==> src/rtl/simd_mac_pkg.sv <==
package simd_mac_pkg;

   typedef enum logic [1:0] {
      OP_MUL_UU = 2'd0,
      OP_MUL_SS = 2'd1,
      OP_MUL_SU = 2'd2,
      OP_SUB    = 2'd3
   } lane_op_e;

   // Whether a lane result is to be read as a two's-complement value
   function automatic logic op_is_signed(lane_op_e op);
      return op != OP_MUL_UU;
   endfunction

endpackage

==> src/rtl/simd_lane_alu.sv <==
module simd_lane_alu
   import simd_mac_pkg::*;
#(
   parameter int LANE_W = 8,
   parameter int RES_W  = 16
) (
   input  lane_op_e            op,
   input  logic [LANE_W-1:0]   a,
   input  logic [LANE_W-1:0]   b,
   output logic [RES_W-1:0]    res
);
   localparam int XW = (RES_W > 2*LANE_W+2) ? RES_W : 2*LANE_W+2;

   generate
      if (RES_W < 2*LANE_W) begin : g_bad_width
         $error("simd_lane_alu: RES_W must hold a full lane product");
      end
   endgenerate

   logic signed [LANE_W:0] a_x, b_x;
   logic signed [XW-1:0]   prod, diff;

   always_comb begin
      // operand A is signed for both signed and mixed multiply
      a_x  = (op == OP_MUL_SS || op == OP_MUL_SU) ? $signed({a[LANE_W-1], a})
                                                  : $signed({1'b0, a});
      b_x  = (op == OP_MUL_SS) ? $signed({b[LANE_W-1], b})
                               : $signed({1'b0, b});
      prod = XW'(a_x) * XW'(b_x);
      diff = XW'(a_x) - XW'(b_x);
      res  = (op == OP_SUB) ? diff[RES_W-1:0] : prod[RES_W-1:0];
   end

   // a lane difference never needs more than LANE_W+1 significant bits
   always_comb begin
      if (op == OP_SUB) begin
         p_sub_range_r4: assert (res[RES_W-1:LANE_W] == '0 || res[RES_W-1:LANE_W] == '1);
      end
   end

endmodule

==> src/rtl/simd_reduce_acc.sv <==
module simd_reduce_acc #(
   parameter int LANES = 4,
   parameter int RES_W = 16,
   parameter int ACC_W = 32
) (
   input  logic [LANES*RES_W-1:0] lane_res,
   input  logic                   lane_signed,
   input  logic [ACC_W-1:0]       acc_in,
   input  logic                   load,
   output logic [ACC_W-1:0]       lane_sum,
   output logic [ACC_W-1:0]       acc_next
);
   generate
      if (ACC_W < RES_W + $clog2(LANES)) begin : g_bad_width
         $error("simd_reduce_acc: ACC_W too narrow for the lane sum");
      end
   endgenerate

   logic [ACC_W-1:0] ext [LANES];

   genvar gi;
   generate
      for (gi = 0; gi < LANES; gi++) begin : g_ext
         logic [RES_W-1:0] r;
         assign r       = lane_res[gi*RES_W +: RES_W];
         assign ext[gi] = {{(ACC_W-RES_W){lane_signed & r[RES_W-1]}}, r};
      end
   endgenerate

   always_comb begin
      lane_sum = '0;
      for (int i = 0; i < LANES; i++) lane_sum = lane_sum + ext[i];
   end

   assign acc_next = load ? lane_sum : acc_in + lane_sum;

endmodule

==> src/rtl/simd_mac.sv <==
module simd_mac
   import simd_mac_pkg::*;
#(
   parameter int LANES  = 4,
   parameter int LANE_W = 8,
   parameter int RES_W  = 16,
   parameter int ACC_W  = 32
) (
   input  logic                    clk,
   input  logic                    rst_n,
   input  logic                    in_valid,
   input  logic [1:0]              op_sel,
   input  logic [LANES*LANE_W-1:0] opnd_a,
   input  logic [LANES*LANE_W-1:0] opnd_b,
   input  logic                    acc_clr,
   input  logic                    acc_hold,
   output logic                    out_valid,
   output logic [ACC_W-1:0]        acc_out
);
   localparam int RW = LANES*RES_W;

   generate
      if (LANES < 1 || LANE_W < 2) begin : g_bad_cfg
         $error("simd_mac: need at least one lane of two bits");
      end
   endgenerate

   lane_op_e      op_in;
   logic [RW-1:0] lane_res;
   assign op_in = lane_op_e'(op_sel);

   genvar gl;
   generate
      for (gl = 0; gl < LANES; gl++) begin : g_lane
         simd_lane_alu #(.LANE_W(LANE_W), .RES_W(RES_W)) u_alu (
            .op  (op_in),
            .a   (opnd_a[gl*LANE_W +: LANE_W]),
            .b   (opnd_b[gl*LANE_W +: LANE_W]),
            .res (lane_res[gl*RES_W +: RES_W])
         );
      end
   endgenerate

   // stage one registers
   logic          s1_valid, s1_signed, s1_clr, s1_hold;
   logic [RW-1:0] s1_res;

   always_ff @(posedge clk or negedge rst_n) begin
      if (!rst_n) begin
         s1_valid  <= 1'b0;
         s1_signed <= 1'b0;
         s1_clr    <= 1'b0;
         s1_hold   <= 1'b0;
         s1_res    <= '0;
      end else begin
         s1_valid <= in_valid;
         if (in_valid) begin
            s1_signed <= op_is_signed(op_in);
            s1_clr    <= acc_clr;
            s1_hold   <= acc_hold;
            s1_res    <= lane_res;
         end
      end
   end

   // stage two: reduction and accumulator
   logic [ACC_W-1:0] lane_sum, acc_next, acc_q;

   simd_reduce_acc #(.LANES(LANES), .RES_W(RES_W), .ACC_W(ACC_W)) u_reduce (
      .lane_res    (s1_res),
      .lane_signed (s1_signed),
      .acc_in      (acc_q),
      .load        (s1_clr),
      .lane_sum    (lane_sum),
      .acc_next    (acc_next)
   );

   always_ff @(posedge clk or negedge rst_n) begin
      if (!rst_n) begin
         acc_q     <= '0;
         out_valid <= 1'b0;
      end else begin
         out_valid <= s1_valid;
         if (s1_valid && !s1_hold) acc_q <= acc_next;
      end
   end

   assign acc_out = acc_q;

   p_load_r6: assert property (@(posedge clk) disable iff (!rst_n)
      (s1_valid && s1_clr && !s1_hold) |=> (acc_q == $past(lane_sum)));

   p_accum_r7: assert property (@(posedge clk) disable iff (!rst_n)
      (s1_valid && !s1_clr && !s1_hold) |=> (acc_q == $past(acc_q) + $past(lane_sum)));

   p_hold_freeze_r8: assert property (@(posedge clk) disable iff (!rst_n)
      (s1_valid && s1_hold) |=> $stable(acc_q));

   p_idle_keep_r9: assert property (@(posedge clk) disable iff (!rst_n)
      !s1_valid |=> $stable(acc_q));

   p_latency_r10: assert property (@(posedge clk) disable iff (!rst_n)
      in_valid |-> ##2 out_valid);

endmodule

==> config.mk <==
export PLATFORM = sky130hd
export DESIGN_NAME = simd_mac
export DESIGN_NICKNAME = d
export VERILOG_FILES = /design/src/rtl/simd_mac_pkg.sv /design/src/rtl/simd_lane_alu.sv /design/src/rtl/simd_reduce_acc.sv /design/src/rtl/simd_mac.sv
export SDC_FILE = /design/constraint.sdc
export NUM_CORES = 1
export LEC_CHECK = 0
export BUFFER_PORTS_ARGS = -buffer_cell sky130_fd_sc_hd__buf_2
export CORE_UTILIZATION = 59
export CTS_CLUSTER_SIZE = 25
export DETAILED_ROUTE_END_ITERATION = 10
export PLACE_DENSITY_LB_ADDON = 0.15
export SETUP_SLACK_MARGIN = 0.05
export SLEW_MARGIN = 10
export SYNTH_ARGS = -nofsm -noshare
export SYNTH_HDL_FRONTEND = slang
export SYNTH_SLANG_ARGS = --single-unit
==> constraint.sdc <==
create_clock -name clk -period 13.5 [get_ports clk]
set_input_delay 2.7 -clock clk [delete_from_list [all_inputs] [get_ports clk]]
set_output_delay 2.7 -clock clk [all_outputs]
set_load 0.02 [all_outputs]
; ---- Yosys cells after proc, flatten, opt, wreduce, memory -nomap -nowiden
; Index checks and enable logic that the tools add are counted.
; Widths: inputs -> output; s select.
[totals]
reg_bits = 101
in_bits = 71
wordCells = 43
[classes]
n_addsub = 8
multipliers = 4
n_eq_ne = 3
mux = 13
n_bitwise = 4
reduce_logical = 4
[ops]
columns = operator, count
row1 = $add 32x32->32, 3
row2 = $mux 9, 8
row3 = $mul 9x9->16, 4
row4 = $mux 16, 4
row5 = $sub 9x9->10, 4
row6 = $mux 32, 1
row7 = $add 17x17->18, 1
row8 = $and 1x1->1, 4
row9 = $eq 2x2->1 const B, 2
row10 = $eq 2x1->1 const B, 1
row11 = $reduce_bool 2->1, 1
row12 = $logic_and 1x1->1, 1
row13 = $logic_not 1->1, 1
row14 = $logic_or 1x1->1, 1

; ---- Logic depth before layout (Yosys ltp)
[depth]
word_depth = 6
mapped_depth = 29

; ---- Cells and area by module
; A second synthesis with hierarchy kept.
[unflattened]
hier_cells = 2322
area_unflattened_um2 = 21266.6
[by_module_without_submodules]
columns = mod, n_inst, cells_each, area_per_inst_um2
row1 = simd_lane_alu at g_lane[0].u_alu ..., 2, 397, 3390.8
row2 = simd_mac, 1, 215, 3865.0
row3 = simd_reduce_acc, 1, 519, 3863.7
row4 = simd_lane_alu at g_lane[2].u_alu, 1, 397, 3394.5
row5 = simd_lane_alu at g_lane[3].u_alu, 1, 397, 3362.0

; ---- Worst setup path before layout
; Ideal clock, no wire load.
[synth_timing]
path_type = input to register
startpoint = input port op_sel[1]
endpoint = register s1_res[15]
setup_time_ns = 0.119
t_arrival_ns = 7.803
t_required_ns = 13.381
path_slack_ns = 5.578
cell_stages = 23
n_path_buf = 2
path_cell_list = inv_1 -> ha_1 -> clkbuf_1 -> and2_1 -> clkbuf_1 -> nand2_1 -> fa_1 -> inv_1 -> fa_1 -> inv_1 -> fa_1 -> inv_1 -> fa_1 -> fa_1 -> ha_1 -> a21o_1 -> a21o_1 -> a21oi_1 -> o21ai_0 -> a31oi_1 -> xor2_1 -> o211ai_1 -> o21a_1
[synth_between]
elab_chain_cells = 5
elab_cells_between_ends = 9
[synth_rtl]
columns = item, line
row1 = from (decl), simd_mac.sv:12  ; input logic [1:0] op_sel,
row2 = $eq 2x1->1 / $eq 2x2->1 (equally long branches), "simd_lane_alu.sv:25, simd_lane_alu.sv:27"
row3 = $logic_or 1x1->1, simd_lane_alu.sv:25  ; a_x = (op == OP_MUL_SS || op == OP_MUL_SU) ? $signed({a[LANE_W-1], a})
row4 = $mux 9, simd_lane_alu.sv:25
row5 = $mul 9x9->16 / $sub 9x9->10 (equally long branches), "simd_lane_alu.sv:29, simd_lane_alu.sv:30"
row6 = $mux 16 *, simd_lane_alu.sv:31  ; res = (op == OP_SUB) ? diff[RES_W-1:0] : prod[RES_W-1:0];
row7 = to (signal assigned), simd_mac.sv:61  ; s1_res <= lane_res;
row8 = to (decl), simd_mac.sv:46  ; logic [RW-1:0] s1_res;
; Every way passes the cells marked *; elsewhere a longest branch is shown, timed or not.
; A chain may end at the register's enable or synchronous reset.

; ---- Worst setup path after layout
[layout_timing]
startpoint = input port op_sel[0]
endpoint = register s1_res[15]
; The elaborated chain is that of the path after synthesis.

==> metrics.md <==
| Metric | Value |
|---|---|
| Outcome | complete, no violations |
| Worst-margin pin slew | 0.7735 ns |
| Worst EP arrival | 8.43 ns |
| Critical path class | in2reg |
| Antenna fix cells | 0 |
| Yosys cell types | 64 |
| Slowest CP cell | ha_1 |
| Register area share after synthesis | 0.1267 |
| Initial antenna violation count | 0 |
| DIE AREA | 0.03454 sq mm |
| CTS hold repair buffers | 0 |
| Startpoint Class | input pin |
| Initial Util | 0.6067 |
| P&R area growth vs syn | 5.797% |
| TritonCTS buffer count | 9 |
| Postcts setup bufs | 0 |
| Most common cell after layout, fill and taps aside | inv_1 |
| Ys flop type | dfrtp_1 |
| Synth Register Bits | 101 |
| Post-Synth Adder-Cell Area | 0.4494 |
| Die X-Extent | 185.8 um |
| H-tree Lvls | 3 |
| Syn_nets | 2887 |
| Setup_tns | 0 ns |
| Max stage delay on crit path | 0.76 ns |
| Overall Global Routing Usage | 0.2710 |
| Max cap viols | 0 |
| CTS Sinks | 101 |
| Commonest cells after routing, fill and taps aside | 372 x inv_1, 277 x fa_1, 272 x ha_1 |
| Die Height | 185.8 um |
| Async S/R FF share, synth | 1.000 |
| Synth Area in XOR/XNOR | 0.05710 |
| Global-route wire length before repair | 74990 um |
| Post-Syn Area | 0.01994 sq mm |
| Root buf cell | clkbuf_16 |
| Maximum clock frequency | 122.2 MHz |
| FF-to-FF End | acc_out[30] |
| Number of synthesized flops with an enable pin | 0 |
| Required time worst endpoint | 13.75 ns |
| Post-synthesis simple-gate area fraction | 0.1306 |
| Compound-gate portion of the synthesized area | 0.1407 |
| Critical hold path startpoint | s1_valid |
| Via density | 5.561 |
| R2r worst-path depth | 26 |
| CP max FO | 20 |
| Fin crit share | 0.6060 |
| Dpl hpwl | 36400 um |
| Layout cell share with drive strength beyond 1 | 0.07490 |
| Yosys Warn Count | 0 |
| WL final | 43950 um |
| Hold depth | 0 |
| Slew Viols, Final | 0 |
| Skew-Pair Late Insertion Delay | 0.36 ns |
| Mux cell area share after synthesis | 0.01035 |
| Minimum clock period | 8.181 ns |
| CTS resizes | 0 |
| Pre-antenna DRT Iters | 5 |
| R2R Path Start | s1_res[0] |
| CP Capture Type | flip-flop |
| Antenna Nets Post-Route | 0 |
| CP bufs+invs | 5 |
| Layout Skew | 0.01544 ns |
| Most frequent CP cell | fa_1 |
| Slew headroom | 0.4696 |
| Port bufs | 103 |
| Reg clk slew, reported paths | 0.08 ns |
| Fill cell count | 2891 |
| Max Root-Sink Buffers | 2 |
| R2r setup slk | 6.22 ns |
| Final number of hold-violating endpoints | 0 |
| Final net count | 2939 |
| Vias in the first global route | 15655 |
| Hold Crit Endpoint | out_valid |
| Crit-path cells | buf_2 -> inv_1 -> ha_1 -> and2_1 -> nand2_1 -> fa_1 -> inv_1 -> fa_1 -> inv_1 -> fa_1 -> inv_1 -> fa_1 -> fa_1 -> ha_1 -> a21o_1 -> a21o_1 -> a21oi_1 -> o21ai_0 -> a31oi_1 -> xor2_1 -> o211ai_1 -> o21a_1 |
| Wirelength per Cell | 15.90 um |
| HP Class | reg2reg |
| 1st-iter DRT viols | 832 |
| Main combinational cell family by area after synthesis | adder cells |
| # rows | 66 |
| Pin count of the biggest net entering global routing | 88 |
| RSZ-0062 raised after global routing | no |
| CTS tree | done |
| Via count | 15376 |
| Final Wtd Congestion | 0.9301 |
| Drt drc | 0 |
| Setup violations, final | 0 |
| I/O Pins | 104 |
| Mapped Cells | 2266 |
| CP top delay family | adder cells |
| Syn Area/Cell | 8.800 sq um |
| Gr ovfl total | 0 |
| Core area | 0.03287 sq mm |
## cell families (layout without fill, tap and decap cells)
family          Yosys count  after routing
compound gates          433            433
xor+xnor                130            130
fa+ha+maj               550            550
buf+inv                 445            502
flops                   101            101
mux                      20             20
simple gates            587            587
## flip-flops by register name (all words and copies together) (netlist names)
signal and cells:
out_valid 1, s1_res 64, acc_out 32, s1_valid 1, s1_clr 1, s1_signed 1
s1_hold 1
## layout make-up
type                    count  area (sq um)  share of cell area
clock buffers               9         225.2             0.01067
inverters                 377          1415             0.06707
multi-input cells        1720         15720              0.7451
repair buffers            109         565.5             0.02681
flip-flops and latches    101          2527              0.1198
clock inverters             7         91.34            0.004329
well taps                 442         553.0             0.02621
## layer usage
metal	vias to the layer above	track usage	wire length, um
met5	-	0	0
met2	338	0.4599	21270
met1	7550	0.3739	20080
li1	7433	-	-
met3	55	0.02152	1763
met4	0	0.07016	831
## Yosys cell counts, drive strengths merged, types with 3 or more instances
cell	instances	area (sq um)
a32oi	3	26.28
nand2	252	945.9
a31oi	30	187.7
nor2b	20	125.1
clkbuf	62	242.7
clkinv	4	15.01
o31ai	4	30.03
mux2	5	56.30
a21boi	15	112.6
a21oi	118	590.6
nor2	168	630.6
a311o	4	42.54
nor3	13	65.06
xor2	33	289.0
inv	373	1400
o211ai	33	257.7
nor4	3	18.77
fa	277	5545
o311ai	7	61.31
o31a	3	26.28
nand3	10	50.05
mux2i	15	150.1
xnor2	97	849.6
nand3b	3	22.52
a22o	4	35.03
buf	6	38.78
o21bai	9	67.56
dfrtp	101	2527
or2	23	143.9
o21ai	83	415.4
a21o	50	377.9
and3	24	152.6
nand2b	3	18.77
o21a	38	285.3
a211oi	10	80.07
and2	59	370.4
or3	6	37.54
ha	273	3416
a31o	6	52.55
## stage by stage
step	area (sq um)	instances	setup slack [ns]	util	hold slack [ns]
after detailed placement	20780	2749	4.937	0.6323	0.3886
after global routing	21100	2765	5.053	0.6419	0.4209
after CTS	21100	2765	5.315	0.6419	0.4089
after floorplan	19940	2266	5.578	-	0.3677
final	21100	2765	5.319	0.6419	0.4104
after global placement	20780	2749	5.066	0.6323	0.3707
## worst register-to-register path, delay by kind of cell (launching register included)
| family | cells | cell delay (ns) |
|---|---|---|
| simple gates | 1 | 0.18 |
| compound gates | 17 | 4.17 |
| mux | 1 | 0.22 |
| flops | 1 | 0.43 |
| fa+ha+maj | 5 | 1.80 |
| xor+xnor | 2 | 0.38 |
## worst max-delay path by stage
| stage | start | to | slack, ns | depth (start not counted) |
|---|---|---|---|---|
| after global routing | op_sel[1] | s1_res[15] | 5.05 | 22 |
| after floorplan | op_sel[1] | s1_res[15] | 5.58 | 23 |
| after global placement | op_sel[0] | s1_res[15] | 5.07 | 22 |
| after CTS | op_sel[0] | s1_res[15] | 5.31 | 22 |
| after detailed placement | op_sel[0] | s1_res[15] | 4.94 | 22 |
| final | op_sel[0] | s1_res[15] | 5.32 | 22 |
Power is left out: the tool's default activity adds up to more than one toggle a clock period on the data nets, which glitch-free logic cannot reach.
